### src/rtl/blkcfg_pkg.sv
package blkcfg_pkg;

  // Strobes from the control sequencer to the datapath.
  typedef struct packed {
    logic       shiftIn;   // capture one received bit
    logic       bitIn;     // received bit value
    logic       wrEn;      // commit received byte to register idx
    logic       loadTx;    // load transmit shifter
    logic       loadCount; // loadTx source: byte count instead of register
    logic       shiftTx;   // advance transmit shifter by one bit
    logic [7:0] idx;       // register pointer
  } dpCtl_t;

  typedef enum logic [2:0] {
    S_IDLE,
    S_RX,
    S_RXACK,
    S_TX,
    S_TXACK
  } seqState_t;

endpackage

### src/rtl/blkcfg_datapath.sv
module blkcfg_datapath
  import blkcfg_pkg::*;
#(
  parameter int NUM_REGS = 3,
  parameter int BYTE_COUNT = 3,
  parameter logic [8*NUM_REGS-1:0] RESET_VAL = '1
) (
  input  logic                  clk,
  input  logic                  rstN,
  input  dpCtl_t                dpCtl,
  output logic [7:0]            rxByte,
  output logic                  txMsb,
  output logic [8*NUM_REGS-1:0] cfgOut
);

  localparam int IW = (NUM_REGS > 1) ? $clog2(NUM_REGS) : 1;
  localparam logic [7:0] NREG8 = 8'(NUM_REGS);
  localparam logic [7:0] BC8 = 8'(BYTE_COUNT);

  logic [7:0] regBank [NUM_REGS];
  logic [7:0] rxShift;
  logic [7:0] txShift;
  logic       idxValid;

  assign idxValid = dpCtl.idx < NREG8;

  always_ff @(posedge clk or negedge rstN) begin
    if (!rstN) begin
      for (int i = 0; i < NUM_REGS; i++) regBank[i] <= RESET_VAL[8*i +: 8];
      rxShift <= '0;
      txShift <= '0;
    end else begin
      if (dpCtl.shiftIn) rxShift <= {rxShift[6:0], dpCtl.bitIn};
      if (dpCtl.wrEn && idxValid) regBank[dpCtl.idx[IW-1:0]] <= rxShift;
      if (dpCtl.loadTx) begin
        if (dpCtl.loadCount) txShift <= BC8;
        else if (idxValid)   txShift <= regBank[dpCtl.idx[IW-1:0]];
        else                 txShift <= 8'h00;
      end else if (dpCtl.shiftTx) begin
        txShift <= {txShift[6:0], 1'b0};
      end
    end
  end

  assign rxByte = rxShift;
  assign txMsb  = txShift[7];

  for (genvar g = 0; g < NUM_REGS; g++) begin : gOut
    assign cfgOut[8*g +: 8] = regBank[g];
  end

  // the sequencer never asks for a write outside the bank
  a_r7_write_in_range: assert property (@(posedge clk) disable iff (!rstN)
    dpCtl.wrEn |-> (dpCtl.idx < NREG8));

  // without a write strobe the register image holds
  a_r3_regs_hold: assert property (@(posedge clk) disable iff (!rstN)
    !dpCtl.wrEn |=> $stable(cfgOut));

endmodule

### src/rtl/blkcfg_ctrl.sv
module blkcfg_ctrl
  import blkcfg_pkg::*;
#(
  parameter logic [6:0] DEV_ADDR = 7'h69,
  parameter int NUM_REGS = 3,
  parameter int BYTE_COUNT = 3
) (
  input  logic       clk,
  input  logic       rstN,
  input  logic       sclIn,
  input  logic       sdaIn,
  input  logic [7:0] rxByte,
  input  logic       txMsb,
  output dpCtl_t     dpCtl,
  output logic       sdaLow
);

  localparam logic [7:0] NREG8 = 8'(NUM_REGS);
  localparam logic [7:0] BC8 = 8'(BYTE_COUNT);
  localparam logic [7:0] FIRST_DATA = 8'd3; // address, command, count precede data

  logic [1:0] sclMeta, sdaMeta;
  logic       sclPrev, sdaPrev;
  logic       sclHigh, sdaNow;
  logic       startDet, stopDet, sclRise, sclFall;

  seqState_t  state;
  logic [3:0] bitCnt;
  logic [7:0] byteNum;
  logic [7:0] txNum;
  logic       isRead, hostAck, ackLow, txActive;
  logic       byteDone;

  // two-flop synchronizers plus one history flop for edge detection
  always_ff @(posedge clk or negedge rstN) begin
    if (!rstN) begin
      sclMeta <= 2'b11;
      sdaMeta <= 2'b11;
      sclPrev <= 1'b1;
      sdaPrev <= 1'b1;
    end else begin
      sclMeta <= {sclMeta[0], sclIn};
      sdaMeta <= {sdaMeta[0], sdaIn};
      sclPrev <= sclMeta[1];
      sdaPrev <= sdaMeta[1];
    end
  end

  assign sclHigh  = sclMeta[1];
  assign sdaNow   = sdaMeta[1];
  assign startDet = sclHigh & sclPrev & sdaPrev & ~sdaNow;
  assign stopDet  = sclHigh & sclPrev & ~sdaPrev & sdaNow;
  assign sclRise  = sclHigh & ~sclPrev;
  assign sclFall  = ~sclHigh & sclPrev;
  assign byteDone = (state == S_RX) && sclFall && (bitCnt == 4'd8);

  always_comb begin
    dpCtl           = '0;
    dpCtl.bitIn     = sdaNow;
    dpCtl.shiftIn   = (state == S_RX) && sclRise && (bitCnt < 4'd8);
    dpCtl.idx       = (state == S_TXACK) ? txNum : (byteNum - FIRST_DATA);
    dpCtl.wrEn      = byteDone && (byteNum >= FIRST_DATA) &&
                      ((byteNum - FIRST_DATA) < NREG8);
    dpCtl.loadCount = (state == S_RXACK);
    dpCtl.loadTx    = ((state == S_RXACK) && sclFall && isRead) ||
                      ((state == S_TXACK) && sclFall && hostAck && (txNum < BC8));
    dpCtl.shiftTx   = (state == S_TX) && sclFall && (bitCnt != 4'd7);
  end

  always_ff @(posedge clk or negedge rstN) begin
    if (!rstN) begin
      state    <= S_IDLE;
      bitCnt   <= '0;
      byteNum  <= '0;
      txNum    <= '0;
      isRead   <= 1'b0;
      hostAck  <= 1'b0;
      ackLow   <= 1'b0;
      txActive <= 1'b0;
    end else if (startDet) begin
      state    <= S_RX;
      bitCnt   <= '0;
      byteNum  <= '0;
      txNum    <= '0;
      isRead   <= 1'b0;
      ackLow   <= 1'b0;
      txActive <= 1'b0;
    end else if (stopDet) begin
      state    <= S_IDLE;
      ackLow   <= 1'b0;
      txActive <= 1'b0;
    end else begin
      unique case (state)
        S_RX: begin
          if (sclRise && bitCnt < 4'd8) bitCnt <= bitCnt + 4'd1;
          if (byteDone) begin
            if (byteNum == 8'd0 && rxByte[7:1] != DEV_ADDR) begin
              state <= S_IDLE;
            end else begin
              ackLow <= 1'b1;
              state  <= S_RXACK;
              if (byteNum == 8'd0) isRead <= rxByte[0];
              if (byteNum != 8'hFF) byteNum <= byteNum + 8'd1;
            end
          end
        end
        S_RXACK: begin
          if (sclFall) begin
            ackLow <= 1'b0;
            bitCnt <= '0;
            if (isRead) begin
              txActive <= 1'b1;
              state    <= S_TX;
            end else begin
              state <= S_RX;
            end
          end
        end
        S_TX: begin
          if (sclFall) begin
            if (bitCnt == 4'd7) begin
              txActive <= 1'b0;
              bitCnt   <= '0;
              state    <= S_TXACK;
            end else begin
              bitCnt <= bitCnt + 4'd1;
            end
          end
        end
        S_TXACK: begin
          if (sclRise) hostAck <= ~sdaNow;
          if (sclFall) begin
            if (hostAck && txNum < BC8) begin
              txNum    <= txNum + 8'd1;
              txActive <= 1'b1;
              state    <= S_TX;
            end else begin
              state <= S_IDLE;
            end
          end
        end
        default: ;
      endcase
    end
  end

  assign sdaLow = ackLow | (txActive & ~txMsb);

  // an idle slave never holds the data line
  a_r2_quiet_when_idle: assert property (@(posedge clk) disable iff (!rstN)
    (state == S_IDLE) |-> !sdaLow);

  // own drive only moves while the bus clock is low
  a_r11_drive_moves_scl_low: assert property (@(posedge clk) disable iff (!rstN)
    (sclHigh && sclPrev) |-> $stable(sdaLow));

  // never more data bytes than the reported count
  a_r9_tx_bound: assert property (@(posedge clk) disable iff (!rstN)
    txNum <= BC8);

  // a START always returns the sequencer to the address byte
  a_r11_start_restarts: assert property (@(posedge clk) disable iff (!rstN)
    startDet |=> (state == S_RX && byteNum == 8'd0 && !sdaLow));

endmodule

### src/rtl/blkcfg_slave.sv
module blkcfg_slave
  import blkcfg_pkg::*;
#(
  parameter int NUM_REGS = 3,
  parameter logic [6:0] DEV_ADDR = 7'h69,
  parameter int BYTE_COUNT = 3,
  parameter logic [8*NUM_REGS-1:0] RESET_VAL = '1
) (
  input  logic                  clk,
  input  logic                  rstN,
  input  logic                  sclIn,
  input  logic                  sdaIn,
  output logic                  sdaDriveLow,
  output logic [8*NUM_REGS-1:0] cfgOut
);

  dpCtl_t     dpCtl;
  logic [7:0] rxByte;
  logic       txMsb;

  blkcfg_ctrl #(
    .DEV_ADDR  (DEV_ADDR),
    .NUM_REGS  (NUM_REGS),
    .BYTE_COUNT(BYTE_COUNT)
  ) uCtrl (
    .clk   (clk),
    .rstN  (rstN),
    .sclIn (sclIn),
    .sdaIn (sdaIn),
    .rxByte(rxByte),
    .txMsb (txMsb),
    .dpCtl (dpCtl),
    .sdaLow(sdaDriveLow)
  );

  blkcfg_datapath #(
    .NUM_REGS  (NUM_REGS),
    .BYTE_COUNT(BYTE_COUNT),
    .RESET_VAL (RESET_VAL)
  ) uData (
    .clk   (clk),
    .rstN  (rstN),
    .dpCtl (dpCtl),
    .rxByte(rxByte),
    .txMsb (txMsb),
    .cfgOut(cfgOut)
  );

endmodule

### config.mk
export PLATFORM = sky130hd
export DESIGN_NAME = blkcfg_slave
export DESIGN_NICKNAME = d
export VERILOG_FILES = /design/src/rtl/blkcfg_pkg.sv /design/src/rtl/blkcfg_datapath.sv /design/src/rtl/blkcfg_ctrl.sv /design/src/rtl/blkcfg_slave.sv
export SDC_FILE = /design/constraint.sdc
export NUM_CORES = 1
export LEC_CHECK = 0
export BUFFER_PORTS_ARGS = -buffer_cell sky130_fd_sc_hd__buf_2
export CORE_MARGIN = 4
export CORE_UTILIZATION = 29
export CTS_CLUSTER_DIAMETER = 100
export DETAILED_ROUTE_END_ITERATION = 12
export PLACE_DENSITY = 0.54
export SYNTH_ARGS = -nofsm -noshare
export SYNTH_HDL_FRONTEND = slang
export SYNTH_SLANG_ARGS = --single-unit
### constraint.sdc
create_clock -name clk -period 2.7 [get_ports clk]
set_input_delay 0.54 -clock clk [delete_from_list [all_inputs] [get_ports clk]]
set_output_delay 0.54 -clock clk [all_outputs]
set_load 0.01 [all_outputs]
# Word level (Yosys, flattened, before mapping)
# Cells that the tools add are included.
[op_classes]
n_addsub = 4
magnitude_cmp = 7
n_eq_ne = 22
n_mux = 61
bitwise_logic = 17
reduce_logical = 40
[ops]
columns = ["cell", "count"]
rows = [
  ["8-bit 2-to-1 mux", 19],
  ["24-bit bitwise mux", 1],
  ["8-bit by 2-bit less-than comparator with 1-bit output, second input constant", 3],
  ["4-bit 2-to-1 mux", 6],
  ["3-bit 2-to-1 mux", 7],
  ["4-bit by 1-bit inequality test with 1-bit output, second input constant", 5],
  ["1-bit 2-to-1 mux", 19],
  ["1-bit logical AND", 18],
  ["8-bit by 1-bit adder with 8-bit output, second input constant", 2],
  ["8-bit binary-select mux with 2-bit select", 1],
  ["8-bit demux with 2-bit select", 1],
  ["2-bit nonzero test", 8],
  ["5-bit AND reduction", 3],
  ["4-bit by 2-bit inequality test with 1-bit output, second input constant", 3],
  ["3-bit case mux with 4 select lines", 1],
  ["4-bit case mux with 3 select lines", 1],
  ["4-bit AND reduction", 3],
  ["1-bit bitwise AND", 8],
  ["8-bit by 2-bit greater-or-equal comparator with 1-bit output, second input constant", 1],
  ["8-bit logical NOT", 1],
  ["8-bit inequality test, second input constant", 1],
  ["4-bit nonzero test", 2],
  ["8-bit by 2-bit subtractor with 8-bit output, second input constant", 1],
  ["7-bit inequality test, second input constant", 1],
  ["24 further kinds", 35],
]
[totals]
ff_bits = 73
in_bits = 4
output_inout_bits = 25
word_cells = 168

# Depth between registers and ports, before layout
# Gate-level depths: netlist of run 1.
[logic_depth]
word_depth = 9
depth_mapped = 8
depth_no_buf = 8

# Cells and area by module
# From an unflattened synthesis of run 1, not the netlist that was laid out.
[hier_totals]
hier_cells = 357
hier_area_um2 = 3981.3
[modules_own_cells]
columns = ["mod", "instances", "cells_per_inst", "area_per_inst_um2", "seq_area_each_um2"]
rows = [
  ["blkcfg_ctrl", 1, 217, 2075.7, 833.3],
  ["blkcfg_datapath", 1, 140, 1905.6, 1031.0],
]

# Worst setup path after synthesis of run 1
# No wires, ideal clock.
[synth_path]
path_kind = "reg2reg"
start = "register uCtrl.txNum[0]"
end = "register uData.txShift[2]"
arrival_time_ns = 2.075
path_slack_ns = 0.501
stages_incl_launch_ff = 8
n_path_buf = 0
cell_sequence = "dfrtp_1 -> ha_1 -> or2b_2 -> nor4_4 -> or3_4 -> nand4_2 -> o2bb2ai_1 -> mux2_2"
[synth_via]
elab_chain_len = 8
[synth_lines]
columns = ["item", "line_no", "text"]
rows = [
  ["start: declaration", "blkcfg_ctrl.sv:30", "logic [7:0] txNum;"],
  ["start signal: assignment", "blkcfg_ctrl.sv:134", "txNum <= txNum + 8'd1;"],
  ["parallel branches: the longest is 8 deep, another holds 8-bit by 2-bit less-than comparator with 1-bit output", "n/a", ""],
  ["end signal: assignment", "blkcfg_datapath.sv:37", "else if (idxValid) txShift <= regBank[dpCtl.idx[IW-1:0]];"],
  ["end signal: assignment", "blkcfg_datapath.sv:40", "txShift <= {txShift[6:0], 1'b0};"],
  ["end: declaration", "blkcfg_datapath.sv:22", "logic [7:0] txShift;"],
]
# Parallel ways; which one is timed is not known. The select of a mux whose other input is x is not followed.
# A chain may end at the register's enable or synchronous reset.

# Final worst setup path of run 1
[layout_path]
start = "register uCtrl.bitCnt[0]"
end = "register uData.regBank, in the netlist uData.cfgOut[7]"
[layout_via]
elab_chain_len = 5
[layout_lines]
columns = ["item", "line_no", "text"]
rows = [
  ["start: declaration", "blkcfg_ctrl.sv:28", "logic [3:0] bitCnt;"],
  ["start signal: assignment", "blkcfg_ctrl.sv:95", "if (sclRise && bitCnt < 4'd8) bitCnt <= bitCnt + 4'd1;"],
  ["start signal: assignment", "blkcfg_ctrl.sv:126", "bitCnt <= bitCnt + 4'd1;"],
  ["4-bit == test", "blkcfg_ctrl.sv:55", "assign byteDone = (state == S_RX) && sclFall && (bitCnt == 4'd8);"],
  ["1-bit logical AND", "blkcfg_ctrl.sv:55", ""],
  ["1-bit logical AND (2 in a row)", "blkcfg_ctrl.sv:62", "dpCtl.wrEn = byteDone && (byteNum >= FIRST_DATA) &&"],
  ["1-bit logical AND", "blkcfg_datapath.sv:34", "if (dpCtl.wrEn && idxValid) regBank[dpCtl.idx[IW-1:0]] <= rxShift;"],
  ["end signal: indexed assignment", "blkcfg_datapath.sv:34", ""],
  ["end: declaration", "blkcfg_datapath.sv:20", "logic [7:0] regBank [NUM_REGS];"],
]
# Every way passes these cells.

==> metrics.txt, run 1 <==
initial antenna violation count=0; vias per cell=4.79; Fmax=just under 0.4 GHz; global-route usage over all layers=0.125; relative slew slack=0.600; Setup Fix Bufs, Post-CTS=0; Total Nets Final=397; ys flop type=dfrtp_1; Non-Filler Instances=564; Setup TNS=0 ps; Clk pin slew, worst setup/hold paths=roughly 60 ps; Yosys cell types=62; CTS Sinks=73; post-route cell area=around 4400 µm²; largest net degree at the start of global routing=53; asr flop ratio synth=1.00; maximum VDD drop=~520 µV; number of flops mapped to enable cells by yosys=0; Area after DPL=a little over 4000 µm²; fin crit share=0.936; Avg WL per Cell=15.0 µm; Post-Synthesis Cells=roughly 350; clk_skew=around 11 ps; Place WS=approximately 170 ps; Worst-Skew Late Latency=340 ps; synthesized flop and latch total=73; worst-case clock buffer depth=2; Worst Setup Slack, final=174 ps; Placer Congestion=0.833; post-layout min period=between 2000 and 3000 ps; CP endpoint kind=flip-flop; post-synthesis xor/xnor area fraction=0.0209; CTS H-tree depth=3; placed insts=548; worst hold path type=primary input to async pin; detailed-placement wirelength estimate=6090 µm; Synth Area in Adders=0.0199; hold_ws=184 ps; area grow syn2layout=17.6%; worst r2r path cells=8; main combinational cell family by area after synthesis=simple AND/OR/NAND/NOR gates; post-CTS sizing=0; DRC errors left=0; portion of netlist area occupied by mux cells=0.119; Least-Margin Pin Slew=598 ps; Antenna Nets Post-Route=0; root buffer cell=clkbuf_16; WL final=8480 µm; Seq/Total Area, Yosys=0.494; Ys Warns=0; DRT iter0 DRCs=around 140; Max Cap Viol=0; WP data required=2960 ps; crit path kind=flip-flop to flip-flop; outcome=finished, final reports clean; DR vias=2,699; Avg Cell Area, Syn=10.7 µm²; Die Area=14,900 µm²; Port Buf Inserts=28; final setup violation count=0; Mapped Area=about 3800 µm²; Die Y-Extent=122 µm; final antenna diode count=0; total power draw=2.90 mW; RSZ-0062 raised after global routing=no; CTS buffer count=9; Final Core Density=0.350; GRT overflow=0; Pwr Density=653 nW/µm²; Pleak=between 1.5 and 2 nW; Synth Area in Simple Gates=0.184; Setup crit start kind=flip-flop; crit path DAT=2790 ps; compound-cell area share of the yosys netlist=0.125; Initial Util=0.298; number of I/O pins=29; Final Hold Viols=0; hold buffers post-CTS=0; share of cells above drive strength 1=0.342; Slew Limit Fails=0; Layout fillers=~1,300; Die W=122 µm; CP Max Fanout=8; Core Box Area=12,700 µm²; CTS tree=built; row count=41; vias in the first global route=2,832; TritonRoute pass-1 iters=4; first-pass GRT wire length=14,500 µm; syn_nets=362
cells by family after synthesis:
kind of cell / Yosys count
XOR/XNOR: 9
AND/OR/NAND/NOR: 134
AO/OA/AOI/OAI: 65
flip-flops: 73
buffers and inverters: 24
multiplexers: 41
adder cells (fa/ha/maj): 6
placed cells by master (no fill, tap or decap), types with 4 or more instances in the layout:
| cell type | n |
|---|---|
| nand2_1 | 46 |
| a2bb2oi_1 | 8 |
| buf_4 | 9 |
| dfrtp_1 | 43 |
| o21ai_0 | 12 |
| mux2i_1 | 11 |
| nor3_1 | 5 |
| a21oi_1 | 10 |
| nand2b_1 | 5 |
| nand3_1 | 11 |
| inv_1 | 9 |
| mux2_2 | 30 |
| xnor2_1 | 4 |
| o2bb2ai_1 | 6 |
| clkbuf_16 | 9 |
| ha_1 | 6 |
| xor2_1 | 5 |
| nor2_1 | 36 |
| dfstp_2 | 30 |
| buf_2 | 28 |
| and2_1 | 4 |
cells in the mapped netlist (all sizes together), types with 2 or more instances:
cell / instances / area [µm²]
o21ai: 12 / 60.1
dfrtp: 43 / 1080
or2: 3 / 18.8
mux2i: 11 / 110
nand2: 48 / 185
and2: 5 / 32.5
a211oi: 3 / 22.5
buf: 6 / 53.8
mux2: 30 / 338
a21o: 2 / 15.0
o31ai: 2 / 15.0
o2bb2ai: 6 / 52.6
ha: 6 / 75.1
nand2b: 5 / 31.3
xnor2: 4 / 35.0
inv: 9 / 33.8
a2111oi: 2 / 17.5
nand4: 3 / 25.0
a31oi: 3 / 18.8
xor2: 5 / 43.8
clkbuf: 8 / 45.0
a22o: 2 / 17.5
dfstp: 30 / 788
o211ai: 3 / 27.5
or2b: 2 / 16.3
a41oi: 3 / 33.8
o22ai: 3 / 18.8
a21boi: 3 / 22.5
nor3: 6 / 35.0
a21oi: 10 / 50.1
nor4: 2 / 42.5
a2bb2oi: 8 / 70.1
nor2: 36 / 135
nand3b: 2 / 18.8
or3: 3 / 23.8
nand3: 11 / 55.1
flip-flops by register name, summed over array words and instances (netlist names), 2 cells and up:
signal,cells
uCtrl.bitCnt,4
uCtrl.byteNum,8
uCtrl.sclMeta,2
uCtrl.sdaMeta,2
uCtrl.state,3
uCtrl.txNum,8
uData.cfgOut,24
uData.rxByte,8
uData.txShift,8
path summary, 6_finish.rpt:
| check | from | endpoint | slack [ps] |
|---|---|---|---|
| setup / recovery | uCtrl.bitCnt[0] | uData.cfgOut[7] | 170 |
| hold / removal | rstN | uCtrl.isRead | 180 |
| setup reg to reg | uCtrl.bitCnt[0] | uData.cfgOut[7] | 170 |
| hold reg to reg | uCtrl.sdaMeta[0] | uCtrl.sdaMeta[1] | 360 |
| max in group asynchronous | rstN | uCtrl.sdaPrev | 1810 |
| min in group clk | sclIn | uCtrl.sclMeta[0] | 290 |
critical path, cell delays in order, from the launching register on:
cell and delay [ps]:
dfrtp_1 420, inv_1 70, ha_1 140, and4bb_2 290, nand4_1 130, or3_1 430, nor4_4 280, nand3b_2 310
mux2_2 370
final cells by class:
class	count	area (µm²)	area share
sequential	73	1860	0.420
multi-input combinational	255	1770	0.398
timing repair buffer	39	248	0.0559
clock buffer	9	225	0.0508
tap	172	215	0.0485
clock inverter	7	82.6	0.0186
inverter	9	33.8	0.00762
report_power, final:
group	internal, mW	switching [mW]
registers	1.22	0.146
clock network	0.731	0.504
logic	0.143	0.150
per-layer routing:
layer  wire (µm)  up-vias  part of all wire  GRT usage
li1            -     1324                 -          -
met2        3940       34              0.46      0.191
met1        4200     1335              0.49      0.172
met5           0        -                 0          0
met4         104        0             0.012     0.0378
met3         245        6             0.029     0.0371
(Power assumes the default switching activity.)
==> inputs of run 2 (changes only) <==
- MAX_ROUTING_LAYER: default -> met4
- SYNTH_HIERARCHICAL: default -> 1
==> metrics.txt, run 2 <==
outcome=finished, final reports clean; clk_skew=7.38 ps; Pleak=2.09 nW; post-synth top area share=0.270; most frequent cells in the layout=dfrtp_1, mux2_2, dfstp_2, nor2_1, buf_2; Crit Reg-Reg Startpoint=uCtrl/byteNum[0]; R2R Setup Slk=180 ps; Placer Congestion=0.802; Avg WL per Cell=around 16 µm; ys flop type=dfrtp_1; most common cell in the synthesized netlist=dfrtp_1; crit path max-delay cell type=dfrtp_1; Seq/Total Area, Yosys=0.468; worst r2r path cells=9; Clk pin slew, worst setup/hold paths=60 ps; CP Buf/Inv Count=2; commonest non-fill, non-tap cell in the layout=dfrtp_1; CP endpoint kind=flip-flop; RSZ-0062 raised after global routing=no; Worst Setup Slack, final=roughly 180 ps; Fmax=0.397 GHz; Layout fillers=1,378; DR vias=2,910; largest net degree at the start of global routing=71; root buffer cell=clkbuf_16; global-route usage over all layers=0.123; met3 Use GR=0.0213; crit path kind=flip-flop to flip-flop; final antenna diode count=0; number of flops mapped to enable cells by yosys=0; Non-Filler Instances=572; crit-path leading delay family=simple AND/OR/NAND/NOR gates; Yosys cell types=63; top cells by count, synth=dfrtp_1, mux2_2, dfstp_2; Worst-Skew Late Latency=roughly 330 ps; critical path's most frequent cell=buf_4; DRC errors left=0; GRT overflow=0; Area after DPL=4340 µm²; number of I/O pins=29; relative slew slack=0.393; Die Area=approximately 16,000 µm²; Worst R2R End=uData/cfgOut[9]; Port Buf Inserts=28; Mapped Area=3980 µm²; Total Nets Final=about 400; syn_nets=367; largest area contributor in the netlist=dfrtp_1; Hold Crit Start=sdaIn; hold path cells=1; area of the multi-input gates=a little over 2000 µm²; Top Usage Layer GRT=met2; Synth area leaders=dfrtp_1, dfstp_2, mux2_2; Hold EP=uCtrl/sdaMeta[0]; Setup crit start kind=flip-flop; WP data required=2960 ps; Ys Warns=6; Place WS=2.62 ps; CTS H-tree depth=3; worst-case clock buffer depth=2; CTS tree=built; vias in the first global route=2,925; hold buffers post-CTS=0; Slew Limit Fails=0; Antenna Nets Post-Route=0; GRT met1 Usage=0.169; met2 usage=0.184; fin crit share=0.932; Die W=125 µm; Pwr Density=roughly 530 nW/µm²; Initial Util=0.298; Post-Synthesis Cells=357; placed insts=554; share of cells above drive strength 1=0.404; Core Box Area=13,300 µm²; TritonRoute pass-1 iters=4; Setup TNS=0 ps; CP Max Fanout=8; final setup violation count=0; synthesized flop and latch total=73; Final Hold Viols=0; Critical Path Stages=9; WL final=9020 µm; post-route cell area=approximately 4700 µm²; row count=42; post-layout min period=2520 ps; Least-Margin Pin Slew=911 ps; register area=1860 µm²; cells along the critical path=ha_2, buf_4, nor3_2, xnor2_1, o21ai_0, nor4_4, buf_4, nand4_4, mux2_2; vias per cell=a little over 5; DRT iter0 DRCs=between 150 and 200; asr flop ratio synth=1.00; worst hold path type=primary input to flip-flop; maximum VDD drop=358 µV; Die Y-Extent=around 130 µm; crit path DAT=2770 ps; first-pass GRT wire length=15,500 µm; max FFs per register=24; CTS buffer count=9; Avg Cell Area, Syn=11.2 µm²; initial antenna violation count=0; detailed-placement wirelength estimate=6300 µm; Max Cap Viol=0; area grow syn2layout=18.1%; CTS Sinks=between 70 and 80; max incr delay on CP=440 ps
[run 2: where the power goes]
group	switching [mW]	internal [mW]
Clock	0.489	0.723
Sequential	0.0431	1.13
Combinational	0.0651	0.0500
[run 2: through the flow]
step | power (mW) | utilization | hold slack, ps
detailed placement | 1.31 | 0.325 | 350
global route | 2.61 | 0.352 | 299
CTS | 2.53 | 0.348 | 298
global placement | 1.31 | 0.325 | 347
floorplan | 1.26 | - | 244
finish | 2.50 | 0.352 | 309
[run 2: layout make-up]
cell class	instances	area share
repair buffers	45	0.0575
clock inverters	7	0.0168
flip-flops and latches	73	0.397
inverters	5	0.00399
well taps	176	0.0468
clock buffers	9	0.0479
multi-input cells	257	0.430
[run 2: what timing repair did]
action                     CTS  global route
setup endpoints to repair   10            24
pin swaps                    0             1
buffers inserted             0             2
gates resized for setup      0             7
[run 2: kinds of logic (layout without fill, tap and decap cells)]
logic type,after synthesis,in the layout,synth area share
XOR/XNOR,10,10,0.0220
AND/OR/NAND/NOR,135,135,0.210
AO/OA/AOI/OAI,59,59,0.119
adder cells (fa/ha/maj),6,6,0.0189
flip-flops,73,73,0.468
multiplexers,47,47,0.129
buffers and inverters,27,66,0.0330
[run 2: worst max path at each step]
stage,to,from,slack (ps)
2_1_floorplan,uData/cfgOut[0],uCtrl/byteNum[3],250
3_3_place_gp,uData/cfgOut[13],uCtrl/byteNum[3],30
3_5_place_dp,uData/cfgOut[14],uCtrl/byteNum[3],3
4_1_cts,uData/cfgOut[10],uCtrl/byteNum[3],-20
5_1_grt,uData/cfgOut[14],uCtrl/byteNum[0],6
6_report,uData/cfgOut[9],uCtrl/byteNum[0],180
[run 2: per-layer routing]
layer  vias up  routed length [µm]  part of all wire
met5         -                   0                 0
met4         0                 146             0.016
met3         9                 370             0.041
met2        60                4090              0.45
met1      1463                4420              0.49
li1       1378                   -                 -
==> inputs of run 3 (changes only) <==
- GPL_TIMING_DRIVEN: default -> 0
==> metrics.txt, run 3 (synthesis gave the netlist of run 2 again) <==
outcome=finished, final reports clean; crit path kind=flip-flop to flip-flop; crit path DAT=2940 ps; post-layout min period=2680 ps; CP endpoint kind=flip-flop; fin crit share=0.991; max FFs per register=24; placed insts=562; WP data required=2960 ps; number of I/O pins=29; row count=42; GRT met1 Usage=0.173; CTS H-tree depth=3; initial antenna violation count=0; Pwr Density=512 nW/µm²; maximum VDD drop=235 µV; Slew Limit Fails=0; Initial Util=0.298; final setup violation count=0; Pleak=2.15 nW; register area=around 1900 µm²; worst hold path type=primary input to async pin; DRT iter0 DRCs=196; TritonRoute pass-1 iters=4; commonest non-fill, non-tap cell in the layout=dfrtp_1; Avg WL per Cell=16.1 µm; detailed-placement wirelength estimate=6620 µm; Top Usage Layer GRT=met2; Worst-Skew Late Latency=between 300 and 400 ps; met2 usage=0.178; CTS buffer count=9; Fmax=0.374 GHz; clk_skew=9.25 ps; first-pass GRT wire length=15,100 µm; DRC errors left=0; Area after DPL=4370 µm²; area of the multi-input gates=2070 µm²; CP Max Fanout=8; Die W=125 µm; WL final=9360 µm; relative slew slack=0.603; Core Box Area=13,300 µm²; max incr delay on CP=just over 400 ps; final antenna diode count=0; RSZ-0062 raised after global routing=yes; Max Cap Viol=0; Non-Filler Instances=580; root buffer cell=clkbuf_16; Antenna Nets Post-Route=0; crit path max-delay cell type=or3_4; Die Area=15,700 µm²; CTS tree=built; post-route cell area=4780 µm²; Total Nets Final=409; CTS Sinks=73; GRT overflow=0; Final Hold Viols=0; Setup crit start kind=flip-flop; Die Y-Extent=125 µm; global-route usage over all layers=0.124; area grow syn2layout=20.1%; most frequent cells in the layout=dfrtp_1, buf_2, mux2_2, dfstp_2, nor2_1; largest net degree at the start of global routing=49; Least-Margin Pin Slew=594 ps; share of cells above drive strength 1=0.418; cells along the critical path=buf_6, or3_4, nor2_4, nand2_2, xor2_2, a21oi_2, nor4_4, buf_4, nand4_4, mux2_4; Port Buf Inserts=28; Clk pin slew, worst setup/hold paths=70 ps; vias in the first global route=2,887; DR vias=between 2,000 and 3,000; met3 Use GR=0.0179; worst-case clock buffer depth=2; Placer Congestion=0.847; Layout fillers=1,357; vias per cell=about 5
run 3: changes by cell type in the layout (fill, tap and decap cells not counted), sizes merged:
cell / previous run / this run
clkbuf: 9 / 17
clkinv: 1 / 3
clkinvlp: 3 / 1
bufinv: 1 / 0
inv: 7 / 8
run 3: final timing paths:
kind                                     to  cells past startpoint              from  slack, ps
min in group clk           uCtrl/sclMeta[0]                      1             sclIn        300
hold / removal             uCtrl/byteNum[3]                      1              rstN        110
setup reg to reg           uData/cfgOut[16]                     10  uCtrl/byteNum[2]         20
hold reg to reg            uCtrl/sclMeta[1]                      0  uCtrl/sclMeta[0]        360
setup / recovery           uData/cfgOut[16]                     10  uCtrl/byteNum[2]         20
max in group asynchronous  uData/cfgOut[16]                      2              rstN       1970
run 3: layout make-up:
| type | instances | share of cell area |
|---|---|---|
| Inverter | 5 | 0.00393 |
| Clock inverter | 7 | 0.0131 |
| Tap cell | 176 | 0.0461 |
| Multi-Input combinational cell | 257 | 0.434 |
| Timing Repair Buffer | 34 | 0.0435 |
| Clock buffer | 9 | 0.0471 |
| Buffer | 19 | 0.0223 |
| Sequential cell | 73 | 0.390 |
run 3: critical path: cells and delay by family (launching register included):
kind                   cells  cell delay [ps]
AO/OA/AOI/OAI              1               90
multiplexers               1              370
buffers and inverters      2              350
XOR/XNOR                   1              180
AND/OR/NAND/NOR            5             1220
flip-flops                 1              370
run 3: routing by layer:
| layer | part of all wire | up-vias |
|---|---|---|
| met5 | 0 | - |
| met4 | 0.019 | 0 |
| met3 | 0.030 | 13 |
| met2 | 0.45 | 50 |
| met1 | 0.50 | 1436 |
| li1 | - | 1399 |
run 3: timing repair:
action	CTS	global route
setup endpoints to repair	32	32
setup buffers	1	4
pin swaps	1	4
hold buffers	0	0
resized for setup	6	17
run 3: per-stage QoR:
step                      power [mW]  setup TNS [ps]  worst slack [ps]  hold WS (ps)   util
after floorplan                 1.26               0               251           244      -
after global placement          1.31           -5960              -245           346  0.325
after detailed placement        1.32           -7320              -283           348  0.328
after CTS                       2.48           -1420             -78.9           114  0.352
after global routing            2.56            -794             -83.0           130  0.358
final                           2.45               0              23.2           109  0.358
run 3: report_power, final:
part	switching, mW	leakage, nW	total (mW)	internal, mW
logic	0.0676	1.10	0.122	0.0542
clock network	0.513	0.139	1.15	0.640
registers	0.0412	0.906	1.17	1.13
total	0.622	2.15	2.45	1.83
